==> config.mk <==
export PLATFORM = sky130hd
export DESIGN_NAME = clock_field_formatter
export DESIGN_NICKNAME = d
export VERILOG_FILES = /design/src/rtl/clock_field_pkg.sv /design/src/rtl/clock_field_edit_decode.sv /design/src/rtl/clock_field_digit_char.sv /design/src/rtl/clock_field_meridiem.sv /design/src/rtl/clock_field_formatter.sv
export SDC_FILE = /design/constraint.sdc
export NUM_CORES = 1
export LEC_CHECK = 0
export ABC_CLOCK_PERIOD_IN_PS = 1700
export BUFFER_PORTS_ARGS = -buffer_cell sky130_fd_sc_hd__buf_4
export CAP_MARGIN = 0
export CORE_AREA = 2 2 47 49
export DETAILED_ROUTE_END_ITERATION = 10
export DIE_AREA = 0 0 49 51
export GPL_ROUTABILITY_DRIVEN = 0
export MAX_ROUTING_LAYER = met4
export PLACE_DENSITY = 0.93
export RECOVER_POWER = 100
export SYNTH_ARGS = -nofsm -noshare
export SYNTH_HDL_FRONTEND = slang
export SYNTH_SLANG_ARGS = --single-unit
==> constraint.sdc <==
create_clock -name vclk -period 1.7
set_input_delay 0.17 -clock vclk [all_inputs]
set_output_delay 0.17 -clock vclk [all_outputs]
set_load 0.05 [all_outputs]
==> src/rtl/clock_field_pkg.sv <==
package clock_field_pkg;

    localparam int CHAR_W  = 8;
    localparam int DIGIT_W = 4;

    localparam logic [CHAR_W-1:0] CH_ZERO  = 8'h30;
    localparam logic [CHAR_W-1:0] CH_SPACE = 8'h20;
    localparam logic [CHAR_W-1:0] CH_COLON = 8'h3A;
    localparam logic [CHAR_W-1:0] CH_A     = 8'h41;
    localparam logic [CHAR_W-1:0] CH_P     = 8'h50;
    localparam logic [CHAR_W-1:0] CH_M     = 8'h4D;

    typedef enum logic [2:0] {
        EDIT_NONE,
        EDIT_ALL,
        EDIT_AMPM,
        EDIT_HOUR,
        EDIT_MINT,
        EDIT_MINU
    } edit_sel_e;

    typedef struct packed {
        logic ampm;
        logic hour;
        logic min_tens;
        logic min_units;
    } hide_t;

    typedef struct packed {
        logic init;
        logic ampm;
        logic hour;
        logic mint;
        logic minu;
        logic run;
    } mode_flags_t;

    function automatic logic [CHAR_W-1:0] digit_code(input logic [DIGIT_W-1:0] d);
        return CH_ZERO + {{(CHAR_W-DIGIT_W){1'b0}}, d};
    endfunction

endpackage

==> src/rtl/clock_field_edit_decode.sv <==
module clock_field_edit_decode
    import clock_field_pkg::*;
(
    input  mode_flags_t flags,
    input  logic        blink_on,
    output hide_t       hide
);

    edit_sel_e sel;

    always_comb begin
        if (flags.init)      sel = EDIT_ALL;
        else if (flags.ampm) sel = EDIT_AMPM;
        else if (flags.hour) sel = EDIT_HOUR;
        else if (flags.mint) sel = EDIT_MINT;
        else if (flags.minu) sel = EDIT_MINU;
        else                 sel = EDIT_NONE;
    end

    always_comb begin
        hide = '0;
        if (!blink_on) begin
            unique case (sel)
                EDIT_ALL:  hide = '{ampm: 1'b1, hour: 1'b1, min_tens: 1'b1, min_units: 1'b1};
                EDIT_AMPM: hide.ampm      = 1'b1;
                EDIT_HOUR: hide.hour      = 1'b1;
                EDIT_MINT: hide.min_tens  = 1'b1;
                EDIT_MINU: hide.min_units = 1'b1;
                default:   hide = '0;
            endcase
        end
    end

endmodule

==> src/rtl/clock_field_digit_char.sv <==
module clock_field_digit_char
    import clock_field_pkg::*;
#(
    parameter int W             = 4,
    parameter bit SUPPRESS_ZERO = 1'b0
) (
    input  logic [W-1:0]      digit,
    input  logic              blank,
    output logic [CHAR_W-1:0] code
);

    logic [DIGIT_W-1:0] wide;
    logic               zero_blank;

    assign wide = DIGIT_W'(digit);

    generate
        if (SUPPRESS_ZERO) begin : g_sup
            assign zero_blank = (digit == '0);
        end else begin : g_keep
            assign zero_blank = 1'b0;
        end
    endgenerate

    assign code = (blank || zero_blank) ? CH_SPACE : digit_code(wide);

endmodule

==> src/rtl/clock_field_meridiem.sv <==
module clock_field_meridiem
    import clock_field_pkg::*;
(
    input  logic              pm,
    input  logic              blank,
    output logic [CHAR_W-1:0] code_letter,
    output logic [CHAR_W-1:0] code_m
);

    always_comb begin
        if (blank) begin
            code_letter = CH_SPACE;
            code_m      = CH_SPACE;
        end else begin
            code_letter = pm ? CH_P : CH_A;
            code_m      = CH_M;
        end
    end

endmodule

==> src/rtl/clock_field_formatter.sv <==
module clock_field_formatter
    import clock_field_pkg::*;
(
    input  logic             mode_init,
    input  logic             mode_ampm,
    input  logic             mode_hour,
    input  logic             mode_mint,
    input  logic             mode_minu,
    input  logic             mode_run,
    input  logic             blink_on,
    input  logic             pm,
    input  logic             hr_tens,
    input  logic [3:0]       hr_units,
    input  logic [2:0]       mn_tens,
    input  logic [3:0]       mn_units,
    input  logic [2:0]       sc_tens,
    input  logic [3:0]       sc_units,
    output logic [7:0]       ch_ap,
    output logic [7:0]       ch_m,
    output logic [7:0]       ch_hr_t,
    output logic [7:0]       ch_hr_u,
    output logic [7:0]       ch_mn_t,
    output logic [7:0]       ch_mn_u,
    output logic [7:0]       ch_sc_sep,
    output logic [7:0]       ch_sc_t,
    output logic [7:0]       ch_sc_u
);

    mode_flags_t flags;
    hide_t       hide;

    assign flags = '{init: mode_init, ampm: mode_ampm, hour: mode_hour,
                     mint: mode_mint, minu: mode_minu, run: mode_run};

    clock_field_edit_decode u_decode (
        .flags    (flags),
        .blink_on (blink_on),
        .hide     (hide)
    );

    clock_field_meridiem u_merid (
        .pm          (pm),
        .blank       (hide.ampm),
        .code_letter (ch_ap),
        .code_m      (ch_m)
    );

    clock_field_digit_char #(.W(1), .SUPPRESS_ZERO(1'b1)) u_hr_t (
        .digit (hr_tens),  .blank (hide.hour),      .code (ch_hr_t));

    clock_field_digit_char #(.W(4)) u_hr_u (
        .digit (hr_units), .blank (hide.hour),      .code (ch_hr_u));

    clock_field_digit_char #(.W(3)) u_mn_t (
        .digit (mn_tens),  .blank (hide.min_tens),  .code (ch_mn_t));

    clock_field_digit_char #(.W(4)) u_mn_u (
        .digit (mn_units), .blank (hide.min_units), .code (ch_mn_u));

    clock_field_digit_char #(.W(3)) u_sc_t (
        .digit (sc_tens),  .blank (1'b0),           .code (ch_sc_t));

    clock_field_digit_char #(.W(4)) u_sc_u (
        .digit (sc_units), .blank (1'b0),           .code (ch_sc_u));

    assign ch_sc_sep = CH_COLON;

endmodule

Word-level counts from Yosys, hierarchy flattened --
Index checks and enable logic that the tools add are counted.
Operators by class: bitwise operators 1, mux-type cells 17, reductions and logical operators 5, equality and inequality tests 5, $add $sub $neg 6
Operators with widths (count):
- $mux W7 | 4
- $add A6 B4 Y7 const A | 3
- $mux W8 | 2
- $mux W3 | 5
- $add A6 B3 Y7 const A | 2
- $reduce_or A2 Y1 | 4
- $add A6 B1 Y7 const A | 1
- $eq A3 B2 Y1 const B | 2
- $eq A3 B3 Y1 const B | 2
- $mux W5 | 1
- $mux W1 | 4
- $mux W4 | 1
- $eq A3 B1 Y1 const B | 1
- $logic_or A1 B1 Y1 | 1
- $not A1 Y1 | 1
Storage, ports and cells: register bits 0

Depth between registers and ports, before layout --
depth after elaboration 11, depth in mapped cells 4

Hierarchy --
A second synthesis with hierarchy kept.
Second synthesis, totals: cell total of the unflattened synthesis 96, area total of the unflattened synthesis 605.6 µm²
By module, submodules not included:
- clock_field_digit_char at u_hr_u ... | times used 3, area an instance 58.8 µm², cells each 10
- clock_field_digit_char at u_mn_t ... | times used 2, area an instance 60.1 µm², cells each 10
- clock_field_meridiem | times used 1, area an instance 115.1 µm², cells each 17
- clock_field_digit_char at u_hr_t | times used 1, area an instance 73.8 µm², cells each 10
- clock_field_formatter | times used 1, area an instance 67.6 µm², cells each 10
- clock_field_edit_decode | times used 1, area an instance 52.6 µm², cells each 9

Worst setup path after synthesis --
No wires, ideal clock.
path type input to output, from input port mode_hour, to output port ch_hr_t[4], path buffers 1, stages on the path 4, setup slack -0.457 ns, data arrival time 1.987 ns, cells stage by stage nor2b_1 -> o21bai_1 -> and2_1 -> buf_4
On the way: word-level cells in the longest chain between the ends 9
RTL lines:
- from (decl) | RTL line clock_field_formatter.sv:6 | input logic mode_hour,
- $mux W3 (*) | RTL line clock_field_edit_decode.sv:14 | else if (flags.hour) sel = EDIT_HOUR;
- $mux W3 (*) | RTL line clock_field_edit_decode.sv:13 | else if (flags.ampm) sel = EDIT_AMPM;
- $mux W3 (*) | RTL line clock_field_edit_decode.sv:12 | if (flags.init) sel = EDIT_ALL;
- $eq A3 B2 Y1 or $eq A3 B1 Y1 (tied branches) | RTL line clock_field_edit_decode.sv:23 | unique case (sel)
- $reduce_or A2 Y1 (no line) (*)
- $mux W1 (*) | RTL line clock_field_edit_decode.sv:23
- $mux W4 (*) | RTL line clock_field_edit_decode.sv:22 | if (!blink_on) begin
- $logic_or A1 B1 Y1 (*) | RTL line clock_field_digit_char.sv:25 | assign code = (blank || zero_blank) ? CH_SPACE : digit_code(wide);
- $mux W8 (*) | RTL line clock_field_digit_char.sv:25
- to (decl) | RTL line clock_field_formatter.sv:20 | output logic [7:0] ch_hr_t,
Every way passes the cells marked *; elsewhere a longest branch is shown, timed or not.

Worst setup path in the final report --
from input port mode_ampm, to output port ch_mn_u[0]
On the way: word-level cells in the longest chain between the ends 7
RTL lines:
- from (decl) | RTL line clock_field_formatter.sv:5 | input logic mode_ampm,
- $mux W3 (*) | RTL line clock_field_edit_decode.sv:13
- $mux W3 (*) | RTL line clock_field_edit_decode.sv:12
- $eq A3 B3 Y1 or $eq A3 B1 Y1 (tied branches) | RTL line clock_field_edit_decode.sv:23
- $reduce_or A2 Y1 (no line) (*)
- $mux W1 (*) | RTL line clock_field_edit_decode.sv:23
- $mux W4 (*) | RTL line clock_field_edit_decode.sv:22
- $mux W7 (*) | RTL line clock_field_digit_char.sv:25
- to (decl) | RTL line clock_field_formatter.sv:23 | output logic [7:0] ch_mn_u,
Marks and branches as above.

==> flow_metrics.env <==
export IMPL_grtUsageTotal=0.06603
export IMPL_io_pins=99
export IMPL_io_buffers=44
export IMPL_hold_start="sc_units[0]"
export IMPL_die_area_sq_um=2499
export IMPL_rsz0062_at_grt="false"
export IMPL_crit_type="input pin to primary output"
export IMPL_whs_ps=340.0
export IMPL_wl_um=1008
export IMPL_nFillCells=254
export IMPL_route_detailed_wl_per_inst_um=7.467
export IMPL_syn_avg_cell_area_sq_um=7.143
export IMPL_irDropWorstVdd_mv=0.1844
export IMPL_p_leak_nw=0.3562
export IMPL_grt_max_degree=7
export IMPL_worstPathCellList="buf_4 -> nor4b_1 -> o21bai_2 -> and2_1 -> clkbuf_2"
export IMPL_whs_path_depth=0
export IMPL_setup_violations=0
export IMPL_syn_cell_area_sq_um=564.3
export IMPL_relSlewSlack=0.6004
export IMPL_cts_resized=0
export IMPL_drt_pass1_iter_count=1
export IMPL_total_power_uw=442.3
export IMPL_ant_nets=0
export IMPL_final_core_util=0.2929
export IMPL_synth_cell_type_count=10
export IMPL_startpoint_type="input pin"
export IMPL_num_antenna_cells=0
export IMPL_grt_pass1_wl_um=1297
export IMPL_finalCritPeriodShare=0.7962
export IMPL_yosysTopAreaCell="buf_4"
export IMPL_hold_buffers=0
export IMPL_worstPathArrival_ps=1180
export IMPL_core_area_sq_um=2063
export IMPL_rows=17
export IMPL_holdPathEnd="ch_sc_u[0]"
export IMPL_slowest_delay_ps=360
export IMPL_final_max_slew_viol_count=0
export IMPL_design_seq_count=0
export IMPL_crit_path_end_kind="primary output"
export IMPL_synth_area_top_cells="buf_4 (72%), and2_1 (13%), nor4b_2 (2.7%)"
export IMPL_worst_slew_pin_slew_ps=602.0
export IMPL_hold_class="input pin to primary output"
export IMPL_path_buf_inv=2
export IMPL_critPathSlowestCell="nor4b_1"
export IMPL_drv_cap=0
export IMPL_fmax_mhz=738.8
export IMPL_grt_pass1_vias=286
export IMPL_vias=425
export IMPL_synth_warnings=0
export IMPL_drcViolationCount=0
export IMPL_fp_dieH_um=51
export IMPL_start_util=0.2735
export IMPL_routed_via_density=3.148
export IMPL_seq_area_frac_synth=0
export IMPL_drt_initial_drc_count=0
export IMPL_tns_ps=0
export IMPL_powerDensity_nw_per_um2=731.9
export IMPL_synthToLayoutAreaGrowth_pct=7.095
export IMPL_nClkBuffers=0
export IMPL_post_cts_setup_buffers=0
export IMPL_grt_overflow=0
export IMPL_period_needed_ps=1354
export IMPL_ff_latch_area_sq_um=0
export IMPL_cp_required_ps=1530
export IMPL_finalHoldViolCount=0
export IMPL_cp_top_family="simple AND/OR/NAND/NOR gates"
export IMPL_antenna_found_initial=0
export IMPL_syn_inst=79
export IMPL_drive_gt1_frac=0.3178
export IMPL_nNetsFinal=136
export IMPL_outcome="finished clean"
export IMPL_fp_dieW_um=49
export IMPL_synth_top_area_share=0.7184
export IMPL_path_max_fanout=5
## cell families after synthesis
kind of cell,Yosys count,share of synthesized area
buf+inv,55,0.7251
simple gates,19,0.2151
compound gates,3,0.04655
other cells,2,0.01331
## placed cells by master, fill, tap and decap left out
cell type	n
and2_1	12
buf_4	27
clkbuf_1	11
clkbuf_2	6
conb_1	40
inv_1	1
nor2_1	3
nor2b_1	2
nor3b_1	1
nor4b_1	1
o21bai_1	2
o21bai_2	1
## cell type report
| type | count | area [sq um] | area share |
|---|---|---|---|
| multi-input cells | 62 | 291.5 | 0.4824 |
| well taps | 28 | 35.03 | 0.05797 |
| inverters | 1 | 3.754 | 0.006211 |
| repair buffers | 44 | 274.0 | 0.4534 |
## metrics by stage
stage | area, sq um | instances | setup slack [ps]
detailed placement | 674.4 | 135 | 451.4
CTS | 674.4 | 135 | 451.2
global route | 604.3 | 135 | 265.4
floorplan | 714.4 | 117 | -99.12
finish | 604.3 | 135 | 346.4
global placement | 674.4 | 135 | 467.9
## per-layer routing
metal	up-vias	share of wire	global-route usage
met1	180	0.24	0.06316
li1	202	-	-
met2	43	0.60	0.1461
met3	0	0.17	0.008772
met4	0	0	0
met5	-	0	-
## report_power, final
group / internal (mW) / switching [mW] / leakage (nW)
Clock: 0 / 0 / 0
Sequential: 0 / 0 / 0
Combinational: 0.0714 / 0.371 / 0.356
Total: 0.0714 / 0.371 / 0.356
## synth_stat cells
cell type	number
o21bai_1	2
buf_4	54
o21bai_2	1
inv_1	1
nor2_1	3
nor3b_1	1
nor2b_1	2
nor4b_2	1
conb_1	2
and2_1	12
## worst max-delay path by stage
stage / startpoint / endpoint / slack, ps / cells after the start
finish: mode_ampm / ch_mn_u[0] / 350 / 5
global route: mode_ampm / ch_mn_u[0] / 270 / 5
CTS: mode_ampm / ch_mn_u[2] / 450 / 5
detailed placement: mode_ampm / ch_mn_u[2] / 450 / 5
global placement: mode_ampm / ch_mn_u[3] / 470 / 5
floorplan: mode_hour / ch_hr_t[4] / -100 / 4
No activity file was read; power rests on OpenSTA's default activity.
